[src/rtl/fpcc_pkg.sv]
package fpcc_pkg;

    localparam int SW_W = 16;
    localparam int FL_W = 32;

    localparam int C0_POS = 8;
    localparam int C1_POS = 9;
    localparam int C2_POS = 10;
    localparam int C3_POS = 14;

    typedef enum logic [1:0] {
        OP_SW_CMP = 2'd0,
        OP_FL_CMP = 2'd1,
        OP_CLASS  = 2'd2,
        OP_IDLE   = 2'd3
    } op_e;

    typedef enum logic [1:0] {
        REL_LT = 2'd0,
        REL_EQ = 2'd1,
        REL_GT = 2'd2,
        REL_UN = 2'd3
    } rel_e;

    typedef struct packed {
        logic [SW_W-1:0] status;
        logic [FL_W-1:0] flags;
    } result_t;

    typedef struct packed {
        logic c3;
        logic c2;
        logic c1;
        logic c0;
    } cc_t;

    // Place the four condition bits at their status word positions.
    function automatic logic [SW_W-1:0] cc_place(cc_t cc);
        logic [SW_W-1:0] w;
        w = '0;
        w[C3_POS] = cc.c3;
        w[C2_POS] = cc.c2;
        w[C1_POS] = cc.c1;
        w[C0_POS] = cc.c0;
        return w;
    endfunction

    // Overwrite the selected condition bits, keep the rest.
    function automatic logic [SW_W-1:0] cc_merge(logic [SW_W-1:0] base,
                                                 cc_t cc, cc_t sel);
        return (base & ~cc_place(sel)) | (cc_place(cc) & cc_place(sel));
    endfunction

endpackage

[src/rtl/fpcc_sw_cmp.sv]
module fpcc_sw_cmp
    import fpcc_pkg::*;
(
    input  rel_e            rel,
    input  logic [SW_W-1:0] sw_in,
    output logic [SW_W-1:0] sw_out
);
    localparam cc_t SEL = '{c3: 1'b1, c2: 1'b1, c1: 1'b0, c0: 1'b1};

    cc_t cc;

    always_comb begin
        cc = '0;
        unique case (rel)
            REL_LT: cc.c0 = 1'b1;
            REL_EQ: cc.c3 = 1'b1;
            REL_GT: cc    = '0;
            REL_UN: begin
                cc.c3 = 1'b1;
                cc.c2 = 1'b1;
                cc.c0 = 1'b1;
            end
            default: cc = '0;
        endcase
    end

    assign sw_out = cc_merge(sw_in, cc, SEL);

endmodule

[src/rtl/fpcc_flag_cmp.sv]
module fpcc_flag_cmp
    import fpcc_pkg::*;
#(
    parameter int ZF_BIT = 6,
    parameter int PF_BIT = 2,
    parameter int CF_BIT = 0
) (
    input  rel_e            rel,
    input  logic [FL_W-1:0] fl_in,
    output logic [FL_W-1:0] fl_out
);
    localparam int NFLAG = 3;
    localparam int POS [NFLAG] = '{ZF_BIT, PF_BIT, CF_BIT};

    // set[0]=zero, set[1]=parity, set[2]=carry
    logic [NFLAG-1:0] set;
    logic [FL_W-1:0]  mask;
    logic [FL_W-1:0]  ins;

    always_comb begin
        unique case (rel)
            REL_LT:  set = 3'b100;
            REL_EQ:  set = 3'b001;
            REL_GT:  set = 3'b000;
            REL_UN:  set = 3'b111;
            default: set = 3'b000;
        endcase
    end

    for (genvar g = 0; g < FL_W; g++) begin : g_bit
        always_comb begin
            mask[g] = 1'b0;
            ins[g]  = 1'b0;
            for (int k = 0; k < NFLAG; k++) begin
                if (POS[k] == g) begin
                    mask[g] = 1'b1;
                    ins[g]  = set[k];
                end
            end
        end
    end

    assign fl_out = (fl_in & ~mask) | ins;

endmodule

[src/rtl/fpcc_classify.sv]
module fpcc_classify
    import fpcc_pkg::*;
#(
    parameter int EXP_W = 15,
    parameter int SIG_W = 64
) (
    input  logic             sign,
    input  logic [EXP_W-1:0] exp_f,
    input  logic [SIG_W-1:0] sig_f,
    input  logic             empty,
    input  logic [SW_W-1:0]  sw_in,
    output logic [SW_W-1:0]  sw_out
);
    localparam logic [SIG_W-1:0] INT_ONLY = {1'b1, {(SIG_W-1){1'b0}}};
    localparam cc_t SEL = '{c3: 1'b1, c2: 1'b1, c1: 1'b1, c0: 1'b1};

    logic exp_max, exp_zero, sig_zero, sig_int;
    cc_t  cc;

    assign exp_max  = &exp_f;
    assign exp_zero = ~|exp_f;
    assign sig_zero = ~|sig_f;
    assign sig_int  = (sig_f == INT_ONLY);

    always_comb begin
        cc    = '0;
        cc.c1 = sign;
        if (empty) begin
            cc.c3 = 1'b1;
            cc.c0 = 1'b1;
        end else if (exp_max) begin
            cc.c0 = 1'b1;
            cc.c2 = sig_int;
        end else if (exp_zero) begin
            cc.c3 = 1'b1;
            cc.c2 = !sig_zero;
        end else begin
            cc.c2 = 1'b1;
        end
    end

    assign sw_out = cc_merge(sw_in, cc, SEL);

endmodule

[src/rtl/fpcc_encoder.sv]
module fpcc_encoder
    import fpcc_pkg::*;
#(
    parameter int EXP_W  = 15,
    parameter int SIG_W  = 64,
    parameter int ZF_BIT = 6,
    parameter int PF_BIT = 2,
    parameter int CF_BIT = 0
) (
    input  logic             clk,
    input  logic             rst,
    input  logic             in_valid,
    input  logic [1:0]       in_op,
    input  logic [1:0]       in_cmp,
    input  logic [15:0]      in_status,
    input  logic [31:0]      in_flags,
    input  logic             in_sign,
    input  logic [EXP_W-1:0] in_exp,
    input  logic [SIG_W-1:0] in_sig,
    input  logic             in_empty,
    output logic             out_valid,
    output logic [15:0]      out_status,
    output logic [31:0]      out_flags
);
    op_e             op;
    rel_e            rel;
    logic [SW_W-1:0] sw_cmp, sw_cls;
    logic [FL_W-1:0] fl_cmp;
    result_t         res_d, res_q;
    logic            vld_q;

    assign op  = op_e'(in_op);
    assign rel = rel_e'(in_cmp);

    fpcc_sw_cmp u_sw_cmp (
        .rel    (rel),
        .sw_in  (in_status),
        .sw_out (sw_cmp)
    );

    fpcc_flag_cmp #(
        .ZF_BIT (ZF_BIT),
        .PF_BIT (PF_BIT),
        .CF_BIT (CF_BIT)
    ) u_flag_cmp (
        .rel    (rel),
        .fl_in  (in_flags),
        .fl_out (fl_cmp)
    );

    fpcc_classify #(
        .EXP_W (EXP_W),
        .SIG_W (SIG_W)
    ) u_classify (
        .sign   (in_sign),
        .exp_f  (in_exp),
        .sig_f  (in_sig),
        .empty  (in_empty),
        .sw_in  (in_status),
        .sw_out (sw_cls)
    );

    always_comb begin
        res_d.status = in_status;
        res_d.flags  = in_flags;
        unique case (op)
            OP_SW_CMP: res_d.status = sw_cmp;
            OP_FL_CMP: res_d.flags  = fl_cmp;
            OP_CLASS:  res_d.status = sw_cls;
            OP_IDLE:   ;
            default:   ;
        endcase
    end

    always_ff @(posedge clk) begin
        if (rst) begin
            vld_q <= 1'b0;
            res_q <= '0;
        end else begin
            vld_q <= in_valid;
            if (in_valid) begin
                res_q <= res_d;
            end
        end
    end

    assign out_valid  = vld_q;
    assign out_status = res_q.status;
    assign out_flags  = res_q.flags;

endmodule

[config.mk]
export PLATFORM = sky130hd
export DESIGN_NAME = fpcc_encoder
export DESIGN_NICKNAME = d
export VERILOG_FILES = /design/src/rtl/fpcc_pkg.sv /design/src/rtl/fpcc_sw_cmp.sv /design/src/rtl/fpcc_flag_cmp.sv /design/src/rtl/fpcc_classify.sv /design/src/rtl/fpcc_encoder.sv
export SDC_FILE = /design/constraint.sdc
export NUM_CORES = 1
export LEC_CHECK = 0
export BUFFER_PORTS_ARGS = -buffer_cell sky130_fd_sc_hd__buf_2
export CORE_UTILIZATION = 24
export CTS_BUF_LIST = sky130_fd_sc_hd__clkbuf_4 sky130_fd_sc_hd__clkbuf_8
export CTS_CLUSTER_DIAMETER = 80
export DETAILED_ROUTE_END_ITERATION = 10
export GPL_TIMING_DRIVEN = 0
export SETUP_SLACK_MARGIN = 0.1
export SYNTH_ARGS = -nofsm -noshare
export SYNTH_HDL_FRONTEND = slang
export SYNTH_SLANG_ARGS = --single-unit
[constraint.sdc]
create_clock -name clk -period 1.2 [get_ports clk]
set_input_delay 0.06 -clock clk [delete_from_list [all_inputs] [get_ports clk]]
set_output_delay 0.06 -clock clk [all_outputs]
set_load 0.005 [all_outputs]
# Word level (Yosys, flattened, before mapping)
# Index checks and enable logic that the tools add are counted.
[classes]
n_eq_ne = 6
n_mux = 14
bitwise_logic = 3
n_reduce_logical = 7
[op_table]
columns = ["op", "n"]
rows = [
  ["$eq 64x64->1 const B", 1],
  ["$reduce_or 64->1", 1],
  ["$mux 32", 1],
  ["$or 16x15->16", 2],
  ["$or 32x7->32", 1],
  ["$pmux 16 s2", 1],
  ["$reduce_and 15->1", 1],
  ["$reduce_or 15->1", 1],
  ["$pmux 3 s4", 1],
  ["$mux 1", 11],
  ["$eq 2x2->1 const B", 3],
  ["$eq 2x1->1 const B", 2],
  ["$logic_not 2->1", 2],
  ["$reduce_or 2->1", 2],
]
[totals]
ff_bits = 49
in_bits = 136
out_inout_bits = 49
elab_cells = 33

# Depth between registers and ports, before layout
# Gate-level depths: netlist (run 1).
[logic_depth]
ltp_word = 6
ltp_mapped = 6

# By module
# From an unflattened synthesis (run 1), not the netlist that was laid out.
[unflattened]
hier_cells = 379
area_unflattened_um2 = 3473.3
[by_module_without_submodules]
columns = ["mod", "n_inst", "cells_each", "area_each_um2", "seq_area_each_um2"]
rows = [
  ["fpcc_encoder", 1, 280, 2766.4, 980.9],
  ["fpcc_classify", 1, 49, 321.6, 0.0],
  ["fpcc_flag_cmp", 1, 33, 252.7, 0.0],
  ["fpcc_sw_cmp", 1, 17, 132.6, 0.0],
]

# Worst setup path after synthesis (run 1)
# Ideal clock, no wire load.
[synth_path]
path_kind = "input to register"
from = "input in_exp[7]"
to = "register res_q, in the netlist out_status[8]"
setup_time_ps = 88
arrival_time_ps = 993
setup_slack_ps = 119
cell_stages = 5
path_buffers = 0
cell_sequence = "nand4_1 -> nor4_2 -> nor2_1 -> a211o_1 -> a311oi_2"
[synth_between]
elab_chain_len = 5
[synth_rtl]
columns = ["element", "line", "text"]
rows = [
  ["start: declaration", "fpcc_encoder.sv:18", "input logic [EXP_W-1:0] in_exp,"],
  ["$reduce_and 15->1", "fpcc_classify.sv:20", "assign exp_max = &exp_f;"],
  ["$mux 1", "fpcc_classify.sv:31", "end else if (exp_max) begin"],
  ["$mux 1", "fpcc_classify.sv:28", "if (empty) begin"],
  ["$or 16x15->16", "fpcc_pkg.sv:51", "return (base & ~cc_place(sel)) | (cc_place(cc) & cc_place(sel));"],
  ["$pmux 16 s2", "fpcc_encoder.sv:66", "unique case (op)"],
  ["end signal: assignment", "fpcc_encoder.sv:82", "res_q <= res_d;"],
  ["end: declaration", "fpcc_encoder.sv:29", "result_t res_d, res_q;"],
]
# Every way passes these cells.
# A chain may end at the register's enable or synchronous reset.

# Worst setup path after layout (run 1)
[layout_path]
from = "input in_sig[22]"
to = "register res_q, in the netlist out_status[10]"
[layout_between]
elab_chain_len = 6
elab_cells_between_ends = 7
cone_classes = "eq/ne (1); mux (4); bitwise (1); reduce/logical (1)"
[layout_rtl]
columns = ["element", "line", "text"]
rows = [
  ["start: declaration", "fpcc_encoder.sv:19", "input logic [SIG_W-1:0] in_sig,"],
  ["$reduce_or 64->1", "fpcc_classify.sv:22", "assign sig_zero = ~|sig_f;"],
  ["$mux 1", "fpcc_classify.sv:34", "end else if (exp_zero) begin"],
  ["$mux 1 (*)", "fpcc_classify.sv:31", ""],
  ["$mux 1 (*)", "fpcc_classify.sv:28", ""],
  ["$or 16x15->16 (*)", "fpcc_pkg.sv:51", ""],
  ["$pmux 16 s2 (*)", "fpcc_encoder.sv:66", ""],
]
# Every way passes the cells marked *; elsewhere a longest branch is shown, timed or not.

==> results_dict.tcl, run 1 <==
set metrics [dict create \
    status "finished clean" \
    cts_buffer_depth 2 \
    synthDistinctLibCells 25 \
    layout_commonest_cell "buf_2" \
    ys_ff_latch 49 \
    overflow 0 \
    clock_latency_ns 0.30 \
    grt_pass1_wl_um 10400 \
    crit_start "in_sig[22]" \
    r2r_setup_slack_ns 0.24 \
    final_nets 578 \
    drive_above_1_share_pct 47.4 \
    dp_hpwl_um 5190 \
    crit_path_end "out_status[10]" \
    skew_ns 0 \
    gp_congestion 0.859 \
    worstMarginPinSlew_ns 0.486 \
    worst_hold_slack_ns 0.00832 \
    min_period_ns 1.04 \
    combPwrFrac_pct 19.0 \
    route.detailed.drc 0 \
    row_count 33 \
    cts_buffers 5 \
    syn_to_final_growth_pct 79.6 \
    syn_avg_cell_area_sq_um 9.57 \
    switching_share_pct 23.8 \
    cpMaxStageDelayCell "nor4_4" \
    leakagePower_uw 0.00189 \
    synthCells 215 \
    core_sq_um 8260 \
    hold_path.class "in2reg" \
    cts.sinks 49 \
    max_freq_mhz 962 \
    tns_ns 0 \
    htreeDepth 2 \
    min-delay-start "in_flags[3]" \
    power_frac_clock_pct 35.9 \
    worstSetupEndpointType "flop" \
    start_kind "input port" \
    r2r_end "out_status[10]" \
    critPathRequiredTime_ns 1.39 \
    sequentialPowerShare_pct 45.1 \
    crit_chain "buf_2, nor4_1, nand4_1, nor4_4, nor2b_2, o21ai_0" \
    routedWlPerCell_um 12.8 \
    max-slew-margin-rel_pct 67.6 \
    avgViaCountPerCell 4.39 \
    period_share_pct 86.6 \
    start_util_pct 24.9 \
    max_stage_delay_ns 0.33 \
    p_int_uw 3000 \
    reg2reg_depth 4 \
    path_class "in2reg" \
    die_y_um 94.6 \
    io_pins 185 \
    finalHoldViolations 0 \
    final_cell_mix "buf_2, nor2_1, dfxtp_1" \
    portBuffers 182 \
    antenna_left 0 \
    vias 2399 \
    antennaDiodeCount 0 \
    grt_max_degree 17 \
    grt_pass1_vias 2270 \
    firstDrtPassIters 4 \
    setup_viol 0 \
    ys_seq_area_share_pct 47.7 \
    synth_area_sq_um 2060 \
    root_buffer "clkbuf_8" \
    drtIter0Drc 44 \
    power_per_cell_area_nw_per_um2 1060 \
    cts_tree "yes" \
    fillCellCount 827 \
    slew_viol_final 0 \
    rsz0062_at_grt "true" \
    syn_nets 353 \
    fp.dieArea_sq_um 8950 \
    clkTransAtPathRegs_ns 0.09 \
    critPathMaxFanout 2 \
    crit_arrival_ns 1.23 \
    totalWireLength_um 7010 \
    grt_usage_pct 15.1 \
    die_x_um 94.6 \
    maxCapViolCount 0 \
    antenna_found_initial 1 \
    vdd_drop_max_uv 616 \
    power_switching_uw 935 \
    ys_warn_count 0 \
    rr_startpoint "out_status[10]" \
]
==> critical path, delay by kind of cell <==
kind / cells / cell delay, ns
and+or+nand+nor: 4 / 0.98
buffers and inverters: 1 / 0.10
AOI/OAI and AO/OA: 1 / 0.08
==> layer usage <==
layer | vias to the layer above | track usage, % | part of all wire (%)
met1 | 1053 | 18.2 | 43
li1 | 1219 | - | -
met5 | - | 0 | 0.19
met4 | 2 | 4.42 | 1.4
met3 | 12 | 4.75 | 9.1
met2 | 113 | 25.7 | 47
==> cell usage after synthesis <==
cell	n	area, sq um
a311oi_1	1	8.76
nor3_1	4	20.0
a211oi_1	4	30.0
a311oi_2	1	15.0
inv_1	2	7.51
nand2_1	2	7.51
a21oi_1	3	15.0
a211o_1	1	8.76
ha_1	2	25.0
nor2_1	50	188
mux2i_1	45	450
buf_1	1	3.75
o21ai_0	2	10.0
nand2b_1	3	18.8
buf_2	5	25.0
nand4_1	8	50.1
nor4_1	19	119
o21bai_1	1	7.51
nor3b_1	1	7.51
nor2b_1	2	12.5
dfxtp_1	49	981
clkbuf_1	6	22.5
nor4_2	1	12.5
a31oi_1	1	6.26
nand3_1	1	5.00
==> through the flow <==
| stage | setup slack, ns | power (uW) | utilization, % | instance area [sq um] | instances |
|---|---|---|---|---|---|
| 2_1_floorplan | 0.119 | 2070 | - | 2060 | 215 |
| 3_3_place_gp | -0.267 | 2430 | 37.5 | 3100 | 502 |
| 3_5_place_dp | -0.267 | 2440 | 37.5 | 3100 | 502 |
| 4_1_cts | 0.116 | 3960 | 43.6 | 3600 | 546 |
| 5_1_grt | 0.0722 | 4130 | 44.7 | 3690 | 546 |
| 6_report | 0.160 | 3930 | 44.7 | 3690 | 546 |
==> state kept, by name, summed over array words and instances, names as in the netlist <==
| register | flops |
|---|---|
| out_status | 16 |
| out_valid | 1 |
| out_flags | 32 |
==> worst min path at each step <==
| stage | to | slack [ns] | depth (start not counted) |
|---|---|---|---|
| 2_1_floorplan | out_status[10] | 0.19 | 2 |
| 3_3_place_gp | out_status[10] | 0.29 | 3 |
| 3_5_place_dp | out_status[10] | 0.30 | 3 |
| 4_1_cts | out_flags[7] | 0.0003 | 3 |
| 5_1_grt | out_flags[3] | 0.009 | 3 |
| 6_report | out_flags[3] | 0.008 | 3 |
==> cells by family after synthesis <==
logic type | synth area share, %
mux | 21.9
fa+ha+maj | 1.22
simple gates | 21.4
buf+inv | 2.86
flops | 47.7
compound gates | 4.93
==> repair_timing <==
item | CTS | global route
pin swaps | 0 | 7
setup endpoints to repair | 1 | 2
endpoints found under the hold margin | 36 | 0
gates cloned | 0 | 0
gates resized for setup | 1 | 14
setup buffers | 0 | 0
hold buffers | 36 | 0
==> power by group through the flow <==
stage                     registers (uW)  clock network (uW)  logic (uW)
after floorplan                     1820                   0         247
after global placement              1810                   0         624
after detailed placement            1810                   0         632
after CTS                           1770                1470         722
after global routing                1790                1520         830
final                               1770                1410         747
==> layout make-up <==
class / instances / area [sq um] / area share [%]
Buffer: 12 / 51.3 / 1.39
Clock buffer: 5 / 68.8 / 1.86
Clock inverter: 3 / 68.8 / 1.86
Inverter: 2 / 7.51 / 0.203
Multi-Input combinational cell: 152 / 1110 / 30.2
Sequential cell: 49 / 981 / 26.5
Tap cell: 105 / 131 / 3.56
Timing Repair Buffer: 218 / 1270 / 34.4
No activity file was read; power rests on OpenSTA's default activity.
==> inputs of run 2 (changes only) <==
--- a/config.mk
+++ b/config.mk
@@ -5,6 +5,7 @@
 export SDC_FILE = /design/constraint.sdc
 export NUM_CORES = 1
 export LEC_CHECK = 0
+export ABC_CLOCK_PERIOD_IN_PS = 1250
 export BUFFER_PORTS_ARGS = -buffer_cell sky130_fd_sc_hd__buf_2
 export CORE_UTILIZATION = 24
 export CTS_BUF_LIST = sky130_fd_sc_hd__clkbuf_4 sky130_fd_sc_hd__clkbuf_8
==> constraint.sdc (replaced) <==
create_clock -name clk -period 1.25 [get_ports clk]
set_input_delay 0.0625 -clock clk [delete_from_list [all_inputs] [get_ports clk]]
set_output_delay 0.0625 -clock clk [all_outputs]
set_load 0.005 [all_outputs]
==> results_dict.tcl, run 2 (synthesis gave the netlist of run 1 again) <==
set metrics [dict create \
    status "finished clean" \
    maxCapViolCount 0 \
    overflow 0 \
    die_y_um 94.6 \
    finalHoldViolations 0 \
    layout_commonest_cell "buf_2" \
    period_share_pct 80.9 \
    start_util_pct 24.9 \
    cts.sinks 49 \
    rsz0062_at_grt "true" \
    final_cell_mix "buf_2, nor2_1, dfxtp_1" \
    combPwrFrac_pct 18.4 \
    row_count 33 \
    finalInstanceArea_sq_um 3600 \
    worst_hold_slack_ns 0.00898 \
    leakagePower_uw 0.00187 \
    gr-usage-met3_pct 4.75 \
    cts_buffers 5 \
    cts_setup_buffers 0 \
    clock_latency_ns 0.30 \
    setup_viol 0 \
    gp_congestion 0.859 \
    max-slew-margin-rel_pct 67.5 \
    worstMarginPinSlew_ns 0.488 \
    globalRouteMet2Util_pct 25.0 \
    antenna_left 0 \
    crit_arrival_ns 1.20 \
    antennaDiodeCount 0 \
    grt_usage_pct 14.9 \
    clkTransAtPathRegs_ns 0.09 \
    critPathRequiredTime_ns 1.44 \
    syn_to_final_growth_pct 74.9 \
    path_class "in2reg" \
    placed_area_sq_um 3100 \
    critPathMaxFanout 2 \
    drtIter0Drc 37 \
    grt_pass1_vias 2223 \
    routedWlPerCell_um 12.5 \
    grt_max_degree 17 \
    fp.dieArea_sq_um 8950 \
    switching_share_pct 23.6 \
    dp_hpwl_um 5190 \
    cts_buffer_depth 2 \
    htreeDepth 2 \
    power_switching_uw 883 \
    power_per_cell_area_nw_per_um2 1040 \
    io_pins 185 \
    max_freq_mhz 989 \
    drive_above_1_share_pct 46.2 \
    avgViaCountPerCell 4.39 \
    finalPower_uw 3750 \
    portBuffers 182 \
    totalWireLength_um 6760 \
    sequentialPowerShare_pct 45.4 \
    route.detailed.drc 0 \
    die_x_um 94.6 \
    vias 2377 \
    root_buffer "clkbuf_8" \
    firstDrtPassIters 4 \
    grt_pass1_wl_um 10300 \
    core_sq_um 8260 \
    fillCellCount 842 \
    worstSetupEndpointType "flop" \
    min_period_ns 1.01 \
    largest_register_ffs 32 \
    final_nets 574 \
    start_kind "input port" \
    cts_tree "yes" \
    hold_path.class "in2reg" \
    antenna_found_initial 1 \
    p_int_uw 2860 \
    grt_util_met1_pct 18.2 \
    power_frac_clock_pct 36.2 \
    slew_viol_final 0 \
    vdd_drop_max_uv 592 \
    skew_ns 0 \
    top_usage_layer "met2" \
]
run 2: cell types whose count changed in the layout (fill, tap and decap cells not counted):
cell	delta
nor4_1	+6
dlygate4sd3_1	-4
nor4_2	-4
nor4_4	-2
nor2b_1	+1
nor2b_2	-1
run 2: cell type report:
type / count / area [sq um] / share of cell area, %
flip-flops and latches: 49 / 981 / 27.3
clock inverters: 3 / 68.8 / 1.91
clock buffers: 5 / 68.8 / 1.91
inverters: 2 / 7.51 / 0.209
repair buffers: 214 / 1230 / 34.2
multi-input cells: 152 / 1060 / 29.4
plain buffers: 12 / 51.3 / 1.43
well taps: 105 / 131 / 3.65
run 2: layer usage:
layer	share of wire, %	wire length, um	vias up
met1	44	3010	1045
li1	-	-	1213
met3	8.5	575	12
met5	0.19	13	-
met4	1.5	100	2
met2	45	3060	105
run 2: what timing repair did:
action	4_1_cts	5_1_grt
gates resized for setup	0	6
hold buffers	32	0
endpoints found under the setup margin	0	2
endpoints found under the hold margin	32	0
run 2: power by group through the flow:
| stage | logic, uW | clock network (uW) | registers, uW |
|---|---|---|---|
| after floorplan | 237 | 0 | 1750 |
| after global placement | 599 | 0 | 1730 |
| after detailed placement | 607 | 0 | 1740 |
| after CTS | 684 | 1410 | 1700 |
| after global routing | 768 | 1460 | 1720 |
| final | 688 | 1360 | 1700 |
run 2: final timing paths:
| kind | cells after the start | to | slack, ns | start |
|---|---|---|---|---|
| max | 6 | out_status[10] | 0.24 | in_sig[38] |
| min reg2reg | 2 | out_flags[6] | 0.50 | out_flags[6] |
| min | 3 | out_flags[3] | 0.009 | in_flags[3] |
| max reg2reg | 4 | out_status[10] | 0.29 | out_status[10] |
run 2: critical path, stage by stage:
cell	delay (ns)
buf_2	0.09
nor4_1	0.27
nand4_1	0.20
nor4_4	0.33
nor2b_1	0.15
o21ai_0	0.08
run 2: stage by stage:
step | util [%] | setup TNS (ns) | instances | setup slack (ns)
floorplan | - | 0 | 215 | 0.166
global placement | 37.5 | -1.62 | 502 | -0.219
detailed placement | 37.5 | -1.39 | 502 | -0.220
CTS | 43.1 | 0 | 542 | 0.103
global route | 43.6 | 0 | 542 | 0.0939
finish | 43.6 | 0 | 542 | 0.239
==> inputs of run 3 (changes only) <==
--- a/config.mk
+++ b/config.mk
@@ -5,7 +5,8 @@
 export SDC_FILE = /design/constraint.sdc
 export NUM_CORES = 1
 export LEC_CHECK = 0
-export ABC_CLOCK_PERIOD_IN_PS = 1250
+export ABC_AREA = 1
+export ABC_CLOCK_PERIOD_IN_PS = 950
 export BUFFER_PORTS_ARGS = -buffer_cell sky130_fd_sc_hd__buf_2
 export CORE_UTILIZATION = 24
 export CTS_BUF_LIST = sky130_fd_sc_hd__clkbuf_4 sky130_fd_sc_hd__clkbuf_8
==> constraint.sdc (replaced) <==
create_clock -name clk -period 0.95 [get_ports clk]
set_input_delay 0.0475 -clock clk [delete_from_list [all_inputs] [get_ports clk]]
set_output_delay 0.0475 -clock clk [all_outputs]
set_load 0.005 [all_outputs]
==> results_dict.tcl, run 3 <==
set metrics [dict create \
    status "finished clean" \
    netlist.top_cell.by_area "dfxtp_1" \
    ff_latch_area_sq_um 1000 \
    setup_viol 0 \
    multi_input_area_sq_um 1090 \
    final_nets 696 \
    ys_seq_area_share_pct 45.2 \
    totalWireLength_um 7430 \
    dp.cells 617 \
    period_share_pct 85.2 \
    cts_buffer_depth 2 \
    cts_tree "yes" \
    maxCapViolCount 0 \
    setup_ws_ns 0.141 \
    grt_usage_pct 15.9 \
    drive_above_1_share_pct 40.6 \
    avgViaCountPerCell 4.26 \
    max_freq_mhz 1240 \
    synth.area.top_cells "dfxtp_1, nor2_1, o21ai_0" \
    grt_max_degree 17 \
    place_ws_ns -0.124 \
    min_period_ns 0.809 \
    die_y_um 97.1 \
    syn_to_final_growth_pct 74.2 \
    ys_warn_count 0 \
    antenna_found_initial 0 \
    crit_buf_inv 1 \
    min-delay-start "in_status[9]" \
    leakagePower_uw 0.00192 \
    cts_buffers 5 \
    root_buffer "clkbuf_8" \
    portBuffers 183 \
    fillCellCount 888 \
    start_util_pct 24.9 \
    worstMarginPinSlew_ns 0.400 \
    max-slew-margin-rel_pct 73.3 \
    critPathTopFamily "flip-flops" \
    synth.most_common_cell "nor2_1" \
    routedWlPerCell_um 11.1 \
    critPathRequiredTime_ns 0.90 \
    vias 2843 \
    critPathMaxFanout 2 \
    cpMaxStageDelayCell "dfxtp_2" \
    fp.dieArea_sq_um 9430 \
    synth_top_area_share_pct 45.2 \
    synth-edff-count 0 \
    largest_register_ffs 32 \
    max_stage_delay_ns 0.34 \
    route.detailed.drc 0 \
    async_reset_ff_share_pct 0 \
    synth_area_sq_um 2170 \
    fin_util_pct 43.4 \
    io_pins 185 \
    cts_setup_buffers 0 \
    drtIter0Drc 75 \
    synthDistinctLibCells 22 \
    htreeDepth 2 \
    start_kind "flop" \
    path_class "reg2out" \
    worst_hold_slack_ns 0.00886 \
    syn_nets 464 \
    ys_ff_latch 49 \
    hold_path.class "in2reg" \
    syn_avg_cell_area_sq_um 6.66 \
    stdcell_count 667 \
    ys.flop_type "dfxtp_1" \
    antenna_left 0 \
    rsz0062_at_grt "false" \
    grt_pass1_wl_um 12500 \
    worstSetupEndpointType "output pin" \
    power_per_cell_area_nw_per_um2 1260 \
    layout_commonest_cell "buf_2" \
    r2r_setup_slack_ns 0.30 \
    skew_ns 0 \
    cts.sinks 49 \
    crit_chain "buf_2" \
    final_cell_mix "buf_2, nor2_1, o21ai_0" \
    crit_arrival_ns 0.76 \
    clock_latency_ns 0.29 \
    crit_start "out_status[11]" \
    antennaDiodeCount 0 \
    finalHoldViolations 0 \
    grt_pass1_vias 2809 \
    gp_congestion 0.829 \
    vdd_drop_max_uv 613 \
    dp_hpwl_um 5620 \
    row_count 34 \
    overflow 0 \
    die_x_um 97.1 \
    synthCells 326 \
    synth_common_cells "nor2_1, dfxtp_1, o21ai_0" \
    slew_viol_final 0 \
    rr_startpoint "out_status[10]" \
    clkTransAtPathRegs_ns 0.11 \
    firstDrtPassIters 4 \
    core_sq_um 8720 \
]
## run 3: final timing paths
| kind | endpoint | cells past startpoint |
|---|---|---|
| setup / recovery | out_status[11] | 1 |
| hold / removal | out_status[9] | 3 |
| setup reg to reg | out_status[10] | 2 |
| hold reg to reg | out_flags[1] | 2 |
## run 3: stage by stage
step	total power, uW	setup TNS, ns	area, sq um
finish	4760	0	3780
global route	5060	0	3780
CTS	4820	0	3760
detailed placement	3150	-0.810	3220
global placement	3140	-0.384	3220
floorplan	2640	0	2170
## run 3: logic make-up (layout without fill, tap and decap cells)
| kind of cell | Yosys count | after routing | share of synthesized area (%) |
|---|---|---|---|
| flops | 49 | 49 | 45.2 |
| simple gates | 189 | 189 | 33.9 |
| compound gates | 60 | 60 | 14.7 |
| buf+inv | 26 | 259 | 5.01 |
| fa+ha+maj | 2 | 2 | 1.15 |
## run 3: layout make-up
class                      count  share of cell area (%)
tap                          108                    3.57
inverter                      11                    1.09
buffer                        15                    1.79
multi-input combinational    251                    28.7
sequential                    49                    26.5
clock buffer                   5                    1.82
timing repair buffer         225                    35.3
clock inverter                 3                    1.16
## run 3: power breakdown
group          leakage, uW  switching (uW)  internal, uW
registers         0.000413            64.8          2210
clock network    0.0000585             727           790
logic              0.00145             432           542
## run 3: routing by layer
metal	wire, um	vias to the layer above	share of wire (%)	track usage [%]
li1	-	1500	-	-
met1	3220	1211	43	18.7
met2	3600	121	48	28.9
met3	483	11	6.5	3.24
met4	129	0	1.7	4.71
met5	0	-	0	0
## run 3: what timing repair did
action / in CTS / in global routing
endpoints found under the hold margin: 42 / 0
resized for setup: 0 / 19
setup endpoints to repair: 0 / 19
hold buffers: 42 / 0
